## src/rtl/cr_pkg.sv

```systemverilog
package cr_pkg;

    localparam int DATA_W   = 32;
    localparam int SETTLE_W = 5;
    localparam int LANE_W   = 5;
    localparam int DT_W     = 6;
    localparam int LM_W     = 2;
    localparam int DIM_W    = 16;

    localparam int OFF_CTRL = 'h00;
    localparam int OFF_PHY  = 'h04;
    localparam int OFF_CFG  = 'h08;
    localparam int OFF_RES  = 'h2C;

    localparam int B_EN     = 0;
    localparam int B_RST    = 4;
    localparam int B_WCLK   = 8;
    localparam int B_UPD    = 16;
    localparam int B_ALIGN  = 20;
    localparam int B_SWAP   = 31;
    localparam int SETTLE_LSB = DATA_W - SETTLE_W;
    localparam int DT_LSB   = LM_W;
    localparam int W_LSB    = DATA_W - DIM_W;

    typedef struct packed {
        logic                align32;
        logic [SETTLE_W-1:0] settle;
        logic [DT_W-1:0]     dtype;
        logic [LM_W-1:0]     lanes_m1;
        logic [DIM_W-1:0]    width;
        logic [DIM_W-1:0]    height;
    } cr_set_t;

    typedef struct packed {
        logic              en;
        logic              swap;
        logic              extclk;
        logic [LANE_W-1:0] lanes;
        cr_set_t           stg;
        logic              rst_p;
        logic              upd_p;
    } cr_bank_t;

endpackage

```

## src/rtl/cr_regbank.sv

```systemverilog
module cr_regbank
    import cr_pkg::*;
#(
    parameter int ADDR_W = 8
) (
    input  logic                clk,
    input  logic                rst_n,
    input  logic [ADDR_W-1:0]   bus_addr,
    input  logic                bus_wr,
    input  logic [DATA_W-1:0]   bus_wdata,
    output logic [DATA_W-1:0]   bus_rdata,
    output cr_set_t             stg,
    output logic                glb_en,
    output logic                glb_swap,
    output logic                glb_extclk,
    output logic [LANE_W-1:0]   phy_lanes,
    output logic                rst_pulse,
    output logic                upd_pulse
);

    localparam logic [ADDR_W-1:0] A_CTRL = ADDR_W'(OFF_CTRL);
    localparam logic [ADDR_W-1:0] A_PHY  = ADDR_W'(OFF_PHY);
    localparam logic [ADDR_W-1:0] A_CFG  = ADDR_W'(OFF_CFG);
    localparam logic [ADDR_W-1:0] A_RES  = ADDR_W'(OFF_RES);

    cr_bank_t bank_d, bank_q;
    logic     wr_ctrl, wr_phy, wr_cfg, wr_res;
    logic     wdata_unused;

    assign wdata_unused = ^bus_wdata;

    always_comb begin
        wr_ctrl = bus_wr && (bus_addr == A_CTRL);
        wr_phy  = bus_wr && (bus_addr == A_PHY);
        wr_cfg  = bus_wr && (bus_addr == A_CFG);
        wr_res  = bus_wr && (bus_addr == A_RES);

        bank_d       = bank_q;
        bank_d.rst_p = 1'b0;
        bank_d.upd_p = 1'b0;

        if (wr_ctrl) begin
            bank_d.en          = bus_wdata[B_EN];
            bank_d.extclk      = bus_wdata[B_WCLK];
            bank_d.stg.align32 = bus_wdata[B_ALIGN];
            bank_d.swap        = bus_wdata[B_SWAP];
            bank_d.rst_p       = bus_wdata[B_RST];
            bank_d.upd_p       = bus_wdata[B_UPD];
        end
        if (wr_phy) begin
            bank_d.lanes      = bus_wdata[LANE_W-1:0];
            bank_d.stg.settle = bus_wdata[SETTLE_LSB +: SETTLE_W];
        end
        if (wr_cfg) begin
            bank_d.stg.lanes_m1 = bus_wdata[LM_W-1:0];
            bank_d.stg.dtype    = bus_wdata[DT_LSB +: DT_W];
        end
        if (wr_res) begin
            bank_d.stg.width  = bus_wdata[W_LSB +: DIM_W];
            bank_d.stg.height = bus_wdata[DIM_W-1:0];
        end
    end

    always_comb begin
        bus_rdata = '0;
        case (bus_addr)
            A_CTRL: begin
                bus_rdata[B_EN]    = bank_q.en;
                bus_rdata[B_WCLK]  = bank_q.extclk;
                bus_rdata[B_ALIGN] = bank_q.stg.align32;
                bus_rdata[B_SWAP]  = bank_q.swap;
            end
            A_PHY: begin
                bus_rdata[LANE_W-1:0]              = bank_q.lanes;
                bus_rdata[SETTLE_LSB +: SETTLE_W]  = bank_q.stg.settle;
            end
            A_CFG: begin
                bus_rdata[LM_W-1:0]      = bank_q.stg.lanes_m1;
                bus_rdata[DT_LSB +: DT_W] = bank_q.stg.dtype;
            end
            A_RES: begin
                bus_rdata[W_LSB +: DIM_W] = bank_q.stg.width;
                bus_rdata[DIM_W-1:0]      = bank_q.stg.height;
            end
            default: bus_rdata = '0;
        endcase
    end

    always_ff @(posedge clk or negedge rst_n) begin
        if (!rst_n) bank_q <= '0;
        else        bank_q <= bank_d;
    end

    assign stg        = bank_q.stg;
    assign glb_en     = bank_q.en;
    assign glb_swap   = bank_q.swap;
    assign glb_extclk = bank_q.extclk;
    assign phy_lanes  = bank_q.lanes;
    assign rst_pulse  = bank_q.rst_p;
    assign upd_pulse  = bank_q.upd_p;


    rst_src_chk: assert property (@(posedge clk) disable iff (!rst_n)
        rst_pulse |-> $past(bus_wr && bus_addr == A_CTRL && bus_wdata[B_RST]));


    upd_src_chk: assert property (@(posedge clk) disable iff (!rst_n)
        upd_pulse |-> $past(bus_wr && bus_addr == A_CTRL && bus_wdata[B_UPD]));


    unmapped_rd_chk: assert property (@(posedge clk) disable iff (!rst_n)
        (bus_addr != A_CTRL && bus_addr != A_PHY && bus_addr != A_CFG &&
         bus_addr != A_RES) |-> bus_rdata == '0);

endmodule

```

## src/rtl/cr_shadow.sv

```systemverilog
module cr_shadow
    import cr_pkg::*;
(
    input  logic    clk,
    input  logic    rst_n,
    input  logic    upd,
    input  logic    clr,
    input  cr_set_t stg,
    output cr_set_t act
);

    cr_set_t act_d, act_q;

    always_comb begin
        act_d = act_q;
        if (clr)      act_d = '0;
        else if (upd) act_d = stg;
    end

    always_ff @(posedge clk or negedge rst_n) begin
        if (!rst_n) act_q <= '0;
        else        act_q <= act_d;
    end

    assign act = act_q;


    act_hold_chk: assert property (@(posedge clk) disable iff (!rst_n)
        (!upd && !clr) |=> $stable(act_q));


    act_load_chk: assert property (@(posedge clk) disable iff (!rst_n)
        (upd && !clr) |=> act_q == $past(stg));


    act_clear_chk: assert property (@(posedge clk) disable iff (!rst_n)
        clr |=> act_q == '0);

endmodule

```

## src/rtl/cr_lane_out.sv

```systemverilog
module cr_lane_out
    import cr_pkg::*;
#(
    parameter int CNT_W = LM_W + 1
) (
    input  logic              en,
    input  logic [LANE_W-1:0] phy_lanes,
    input  logic [LM_W-1:0]   lanes_m1,
    output logic [LANE_W-1:0] lane_en,
    output logic [CNT_W-1:0]  lane_cnt
);

    always_comb begin
        lane_en  = en ? phy_lanes : '0;
        lane_cnt = CNT_W'(lanes_m1) + CNT_W'(1);
    end


    always_comb begin
        lane_cnt_chk: assert (lane_cnt != '0 && lane_cnt <= CNT_W'(1 << LM_W));
    end

endmodule

```

## src/rtl/cam_rx_ctrl_regs.sv

```systemverilog
module cam_rx_ctrl_regs
    import cr_pkg::*;
#(
    parameter int ADDR_W = 8
) (
    input  logic                clk,
    input  logic                rst_n,
    input  logic [ADDR_W-1:0]   bus_addr,
    input  logic                bus_wr,
    input  logic [31:0]         bus_wdata,
    output logic [31:0]         bus_rdata,
    output logic                rx_enable,
    output logic                pair_swap,
    output logic                ext_clk_sel,
    output logic [4:0]          lane_en,
    output logic                soft_rst_pulse,
    output logic                act_align32,
    output logic [4:0]          act_settle,
    output logic [5:0]          act_dtype,
    output logic [2:0]          act_lanes,
    output logic [15:0]         act_width,
    output logic [15:0]         act_height
);

    cr_set_t           stg_set, act_set;
    logic              glb_en, upd_p, rst_p;
    logic [LANE_W-1:0] phy_lanes;

    cr_regbank #(.ADDR_W(ADDR_W)) u_bank (
        .clk        (clk),
        .rst_n      (rst_n),
        .bus_addr   (bus_addr),
        .bus_wr     (bus_wr),
        .bus_wdata  (bus_wdata),
        .bus_rdata  (bus_rdata),
        .stg        (stg_set),
        .glb_en     (glb_en),
        .glb_swap   (pair_swap),
        .glb_extclk (ext_clk_sel),
        .phy_lanes  (phy_lanes),
        .rst_pulse  (rst_p),
        .upd_pulse  (upd_p)
    );

    cr_shadow u_shadow (
        .clk   (clk),
        .rst_n (rst_n),
        .upd   (upd_p),
        .clr   (rst_p),
        .stg   (stg_set),
        .act   (act_set)
    );

    cr_lane_out #(.CNT_W(3)) u_lanes (
        .en        (glb_en),
        .phy_lanes (phy_lanes),
        .lanes_m1  (act_set.lanes_m1),
        .lane_en   (lane_en),
        .lane_cnt  (act_lanes)
    );

    assign rx_enable      = glb_en;
    assign soft_rst_pulse = rst_p;
    assign act_align32    = act_set.align32;
    assign act_settle     = act_set.settle;
    assign act_dtype      = act_set.dtype;
    assign act_width      = act_set.width;
    assign act_height     = act_set.height;


    lane_gate_chk: assert property (@(posedge clk) disable iff (!rst_n)
        !rx_enable |-> lane_en == '0);

endmodule

```

## config.mk

```make
export PLATFORM = sky130hd
export DESIGN_NAME = cam_rx_ctrl_regs
export DESIGN_NICKNAME = d
export VERILOG_FILES = /design/src/rtl/cr_pkg.sv /design/src/rtl/cr_regbank.sv /design/src/rtl/cr_shadow.sv /design/src/rtl/cr_lane_out.sv /design/src/rtl/cam_rx_ctrl_regs.sv
export SDC_FILE = /design/constraint.sdc
export NUM_CORES = 1
export LEC_CHECK = 0
export BUFFER_PORTS_ARGS = -buffer_cell sky130_fd_sc_hd__buf_2
export CAP_MARGIN = 20
export CELL_PAD_IN_SITES_DETAIL_PLACEMENT = 0
export CELL_PAD_IN_SITES_GLOBAL_PLACEMENT = 1
export CORE_MARGIN = 3
export CORE_UTILIZATION = 35
export CTS_BUF_LIST = sky130_fd_sc_hd__clkbuf_8
export CTS_CLUSTER_DIAMETER = 80
export CTS_CLUSTER_SIZE = 16
export DETAILED_ROUTE_END_ITERATION = 8
export PLACE_DENSITY_LB_ADDON = 0.1
export SLEW_MARGIN = 0
export SYNTH_ARGS = -nofsm -noshare
export SYNTH_HDL_FRONTEND = slang
export SYNTH_HIERARCHICAL = 1
export SYNTH_SLANG_ARGS = --single-unit
```

## constraint.sdc

```tcl
create_clock -name clk -period 2.4 [get_ports clk]
set_input_delay 0.24 -clock clk [delete_from_list [all_inputs] [get_ports clk]]
set_output_delay 0.24 -clock clk [all_outputs]
set_load 0.01 [all_outputs]
```

==> results of run 1 <==
==> layer usage <==
metal | GRT usage | vias up
met4 | 0.0472 | 0
met1 | 0.226 | 1537
li1 | - | 1454
met3 | 0.0480 | 12
met5 | 0 | -
met2 | 0.258 | 81
==> worst min-delay path by stage <==
stage | to | depth (start not counted)
after floorplan | u_bank/glb_en$_DFFE_PN0P_ | 0
after global placement | u_shadow/act[18]$_DFFE_PN0P_ | 1
after detailed placement | u_shadow/act[18]$_DFFE_PN0P_ | 1
after CTS | u_bank/stg[26]$_DFFE_PN0P_ | 2
after global routing | u_bank/stg[26]$_DFFE_PN0P_ | 2
final | u_bank/stg[26]$_DFFE_PN0P_ | 2
==> cell usage in the layout, fill, tap and decap left out, types with 2 or more instances in the layout <==
cell,instances
a221o_2,3
buf_2,129
and4_1,3
mux2_2,53
a22o_2,3
dfrtp_2,2
nor2_1,54
nor3_1,2
mux2_1,2
buf_4,10
clkinv_2,2
clkinvlp_4,2
mux2i_1,47
a22o_1,4
nand4_2,2
bufinv_16,2
a21oi_1,2
dfrtp_1,100
inv_1,4
and3_1,2
a22oi_1,3
clkbuf_8,10
buf_12,2
and2_1,22
==> power by group <==
group	internal (mW)	switching (mW)
Clock	0.612	0.585
Sequential	1.76	0.0358
Combinational	0.0788	0.0886
==> kinds of logic (layout without fill, tap and decap cells) <==
logic type / Yosys count / count (layout)
AO/OA/AOI/OAI: 16 / 16
adder cells (fa/ha/maj): 1 / 1
buffers and inverters: 21 / 162
flip-flops: 102 / 102
multiplexers: 102 / 102
AND/OR/NAND/NOR: 96 / 96
==> registers in the layout, indices dropped and copies added, names as in the netlist <==
register and count:
u_bank/stg 46, u_shadow/act 46, u_bank/phy_lanes 5, u_bank/glb_en 1
u_bank/glb_extclk 1, u_bank/glb_swap 1, u_bank/rst_pulse 1, u_bank/upd_pulse 1
==> per-stage QoR <==
stage	power [mW]	setup slack (ps)	hold WS, ps
6_report	3.16	371	77.7
5_1_grt	3.32	318	51.3
4_1_cts	3.22	376	54.3
3_5_place_dp	2.00	378	237
3_3_place_gp	2.00	387	242
2_1_floorplan	1.89	671	-55.6
==> final cells by class <==
class,count,share of cell area
clock buffers,10,0.0248
clock inverters,6,0.0153
inverters,4,0.00271
multi-input cells,215,0.319
flip-flops and latches,102,0.461
well taps,168,0.0379
repair buffers,142,0.139
==> worst max-delay path, cell delays in order <==
cell,delay (ps)
buf_2,200
nor4b_1,540
and3_1,450
a221o_1,220
buf_2,130
==> results.md, run 1 <==
- Chip Height: 119 um
- Post-synth top area share: 0.567
- DRT iter0 DRCs: 218
- Utilization after layout: 0.450
- Area grow syn2layout: 23.1%
- Sequential share of the synthesized area: 0.567
- Total gr overflow: 0
- Reg2Reg Depth: 3
- R2r endpoint: u_shadow/act[34]$_DFFE_PN0P_
- TritonCTS Buffers: 9
- DRC viols: 0
- Via Count: 3084
- HP Class: primary input to flip-flop
- DRT met1 WL: 5390 um
- GRT Total Usage: 0.166
- Yosys reg bits: 102
- Synth top cells by count: dfrtp_1 (102), nor2_1 (54), mux2_2 (53), mux2i_1 (47), and2_1 (22)
- Mapped Nets: 382
- Vias in the first global route: 3257
- Dpl hpwl: 7890 um
- Max_slew headroom: 0.591
- Post-synth ARST share: 1.00
- Antenna violations before repair: 0
- Share of cells above drive strength 1: 0.472
- Leakage power: 3.01 nW
- Flop2flop setup slack: 1070 ps
- Final Hold Fails: 0
- Worst-margin pin slew: 604 ps
- Yosys cell types: 35
- Final #Nets: 518
- Post-DRT Antenna Nets: 0
- Die width: 119 um
- Min Tclk post-route: 2030 ps
- Routability cong.: 0.764
- CTS Hold Bufs: 1
- Sequential Area: 2550 sq um
- CTS tree: yes
- Max rail drop VDD: 0.231 mV
- Post-Syn Instances: 338
- Largest net degree at the start of global routing: 44
- Fmax: 493 MHz
- Period utilization: 0.846
- Post-synthesis mux area share: 0.242
- Worst EP required: 2160 ps
- Critical path launch point type: primary input
- Via-per-instance ratio: 4.77
- Worst Clk Skew: 6.08 ps
- Status: complete, no violations
- # Post-CTS Setup Buffers: 0
- Row cnt: 40
- RSZ-0062 raised after global routing: false
- Dominant synthesized flop cell: dfrtp_1
- Clk buf depth: 2
- Setup TNS: 0 ps
- Placed cells: 630
- Clock sink total: 102
- Synth Cell Area: 4500 sq um
- Clk pin slew, worst setup/hold paths: 90 ps
- Largest family of logic cells by synthesized area: multiplexers
- Met3 WL: 601 um
- Hold wc startpoint: bus_wdata[26]
- EDFF count, synth: 0
- CTS H-tree lvls: 3
- Fillcell total: 1237
- Final Cell Area: 5540 sq um
- Fin cells: 647
- Worst skew pair latency: 370 ps
- Worst reg2reg startpoint: u_bank/upd_pulse$_DFF_PN0_
- Area fraction in compound gates after synthesis: 0.0314
- Core ar.: 12300 sq um
- Area contributors post-synth: dfrtp_1 (57%), mux2_2 (13%), mux2i_1 (10%)
- Buffers on Ports: 130
- TritonRoute pass-1 iters: 4
- PwrDens: 571 nW/um^2
- Max cap viols: 0
- Global-route wire length before repair: 18300 um
- Area post-placement: 5310 sq um
- Area leader, netlist: dfrtp_1
- Most common cell in the netlist: dfrtp_1
- CTS root buffer: clkbuf_8
- Final wirelength: 11300 um
- # diodes: 0
- Final setup fails: 0
- Synth Area in Adders: 0.00278
- Crit Path Category: primary input to primary output
- Drt wl/cell: 17.4 um
- Post-Synth Simple-Gate Area: 0.117
- CP arrival: 1790 ps
- Multi-input logic area: 1770 sq um
- Max layer used: met4
- # IOs: 131
- Ys Warns: 6
- Die Area: 14300 sq um
- Crit path from: bus_addr[2]
- Final Max Tran Viols: 0
- CP endpoint: bus_rdata[4]
- Met2 routed WL: 5130 um
- Xor and xnor area share after synthesis: 0
- Syn avg cell area: 13.3 sq um
- Post-cts gate resize count: 0
- CP Capture Type: primary output
- Critical path peak fanout: 9
- Starting density of the core: 0.366
No activity file was read; power rests on OpenSTA's default activity.
==> inputs of run 2 (changes only) <==
- clock period: 2.4 -> 2.05 ns (I/O delays scaled with it)
==> results.md, run 2 (synthesis gave the netlist of run 1 again) <==
- Worst Clk Skew: 8.31 ps (+2.23 ps)
- Setup TNS: 0 ps (unchanged)
- Share of cells above drive strength 1: 0.470 (-0.00196)
- Max rail drop VDD: 0.315 mV (+37%)
- DRT iter0 DRCs: 127 (-42%)
- CP peak stage delay: 570 ps (+30 ps)
- Max cap viols: 0 (unchanged)
- TritonCTS Buffers: 9 (unchanged)
- GRT Total Usage: 0.167 (+0.000910)
- Routability cong.: 0.782 (+2.3%)
- Sw Ratio: 0.224 (-0.000688)
- Worst-margin pin slew: 587 ps (-17.3 ps)
- Global-route wire length before repair: 18500 um (+1.4%)
- Worst skew pair latency: 370 ps (about the same)
- PwrDens: 663 nW/um^2 (+16%)
- Critical path peak fanout: 4 (-5)
- Crit path buffers/inverters: 3 (+1)
- CP Capture Type: primary output
- Internal power: 2.87 mW (+17%)
- Final Hold Fails: 0 (unchanged)
- Antenna violations before repair: 0 (unchanged)
- Clock network fraction of design power: 0.376 (-0.002)
- Largest net degree at the start of global routing: 40 (-9.1%)
- Chip Height: 119 um (unchanged)
- HP Class: primary input to flip-flop
- Vias in the first global route: 3262 (+0.15%)
- Post-DRT Antenna Nets: 0 (unchanged)
- Crit Path Category: primary input to primary output
- CTS H-tree lvls: 3 (unchanged)
- Final wirelength: 11500 um (+1.5%)
- Final setup fails: 0 (unchanged)
- Row cnt: 40 (unchanged)
- Clk pin slew, worst setup/hold paths: 90 ps (about the same)
- # IOs: 131 (unchanged)
- Post-cts gate resize count: 0 (unchanged)
- Critical-path cell list: buf_2 > or4_4 > nor3_1 > buf_4 > a221o_2 > buf_2
- Final #Nets: 520 (+0.39%)
- Buffers on Ports: 130 (unchanged)
- Reg power frac: 0.570 (about the same)
- Clk buf depth: 2 (unchanged)
- Status: complete, no violations
- Critical path launch point type: primary input
- CP top delay family: simple AND/OR/NAND/NOR gates
- Worst EP required: 1850 ps (-310 ps)
- RSZ-0062 raised after global routing: false
- Fmax: 515 MHz
- CP arrival: 1730 ps (-60 ps)
- Die Area: 14300 sq um (unchanged)
- Fillcell total: 1249 (+0.97%)
- Core ar.: 12300 sq um (unchanged)
- Drt wl/cell: 17.6 um (+1.2%)
- Min Tclk post-route: 1940 ps
- CTS root buffer: clkbuf_8
- Switching power: 0.826 mW (+16%)
- Most frequent cells in the layout: buf_2 (129), dfrtp_1 (100), nor2_1 (54)
- Clock sink total: 102 (unchanged)
- Dpl hpwl: 7920 um (+0.46%)
- Leakage power: 3.05 nW (+1.1%)
- Area grow syn2layout: 23.8%
- Final Max Tran Viols: 0 (unchanged)
- Logic pwr share: 0.054 (about the same)
- Period utilization: 0.946
- Total gr overflow: 0 (unchanged)
- Slowest cell on crit path: or4_4
- DRC viols: 0 (unchanged)
- Utilization after layout: 0.453 (+0.00264)
- # diodes: 0 (unchanged)
- Commonest non-fill, non-tap cell in the layout: buf_2
- Die width: 119 um (unchanged)
- CTS tree: yes
- Via Count: 3112 (+0.91%)
- Max_slew headroom: 0.607 (+0.0158)
- Via-per-instance ratio: 4.80 (+0.60%)
- TritonRoute pass-1 iters: 4 (unchanged)
- Starting density of the core: 0.366 (unchanged)
- Most common cell on crit path: buf_2
## run 2: cell count changes in the layout (fill, tap and decap cells not counted)
cell        before  now
buf_12           2    4
clkinvlp_4       2    0
inv_1            4    6
## run 2: worst paths after layout
check	slack (ps)	from	end	cells after the start
max reg2reg	780	u_bank/upd_pulse$_DFF_PN0_	u_shadow/act[30]$_DFFE_PN0P_	3
min in group asynchronous	320	rst_n	u_bank/stg[43]$_DFFE_PN0P_	2
min	50	bus_wdata[26]	u_bank/stg[26]$_DFFE_PN0P_	2
max in group asynchronous	1170	rst_n	u_bank/upd_pulse$_DFF_PN0_	3
max	110	bus_addr[1]	bus_rdata[3]	6
min reg2reg	520	u_bank/stg[26]$_DFFE_PN0P_	u_bank/stg[26]$_DFFE_PN0P_	1
## run 2: layout make-up
type                            count  area, sq um  share of cell area
Sequential cell                   102         2550               0.458
Multi-Input combinational cell    215         1770               0.317
Timing Repair Buffer              144          811               0.145
Tap cell                          168          210              0.0377
Clock buffer                       10          138              0.0247
Clock inverter                      6         77.6              0.0139
Inverter                            4         15.0             0.00269
## run 2: per-stage QoR
| step | instances | total power, mW | instance area, sq um | hold slack, ps | setup slack (ps) |
|---|---|---|---|---|---|
| after floorplan | 338 | 2.21 | 4500 | -90.6 | 391 |
| after global routing | 649 | 3.86 | 5580 | 40.8 | 51.0 |
| after global placement | 632 | 2.35 | 5350 | 175 | 99.4 |
| after detailed placement | 632 | 2.35 | 5350 | 175 | 124 |
| final | 649 | 3.69 | 5580 | 47.0 | 110 |
| after CTS | 649 | 3.75 | 5580 | 27.8 | 111 |
## run 2: power groups by stage
stage,Sequential [mW],Clock (mW),Combinational [mW]
after global placement,2.15,0,0.200
after floorplan,2.13,0,0.0756
after global routing,2.11,1.52,0.224
final,2.10,1.39,0.200
after CTS,2.11,1.44,0.206
after detailed placement,2.15,0,0.204
## run 2: metal layers
layer,vias to the layer above,GRT usage,part of all wire
li1,1455,-,-
met1,1551,0.230,0.47
met2,94,0.260,0.46
met3,12,0.0375,0.058
met4,0,0.0580,0.015
met5,-,0,0
## run 2: what timing repair did
| item | in CTS | in global routing |
|---|---|---|
| hold buffers | 1 | 0 |
| endpoints found under the hold margin | 28 | 0 |
| buffers inserted | 0 | 0 |
## run 2: worst reg2reg max path: stages (launching register included)
cell and delay [ps]:
dfrtp_2 360, buf_4 470, mux2i_1 260, nor2_1 50
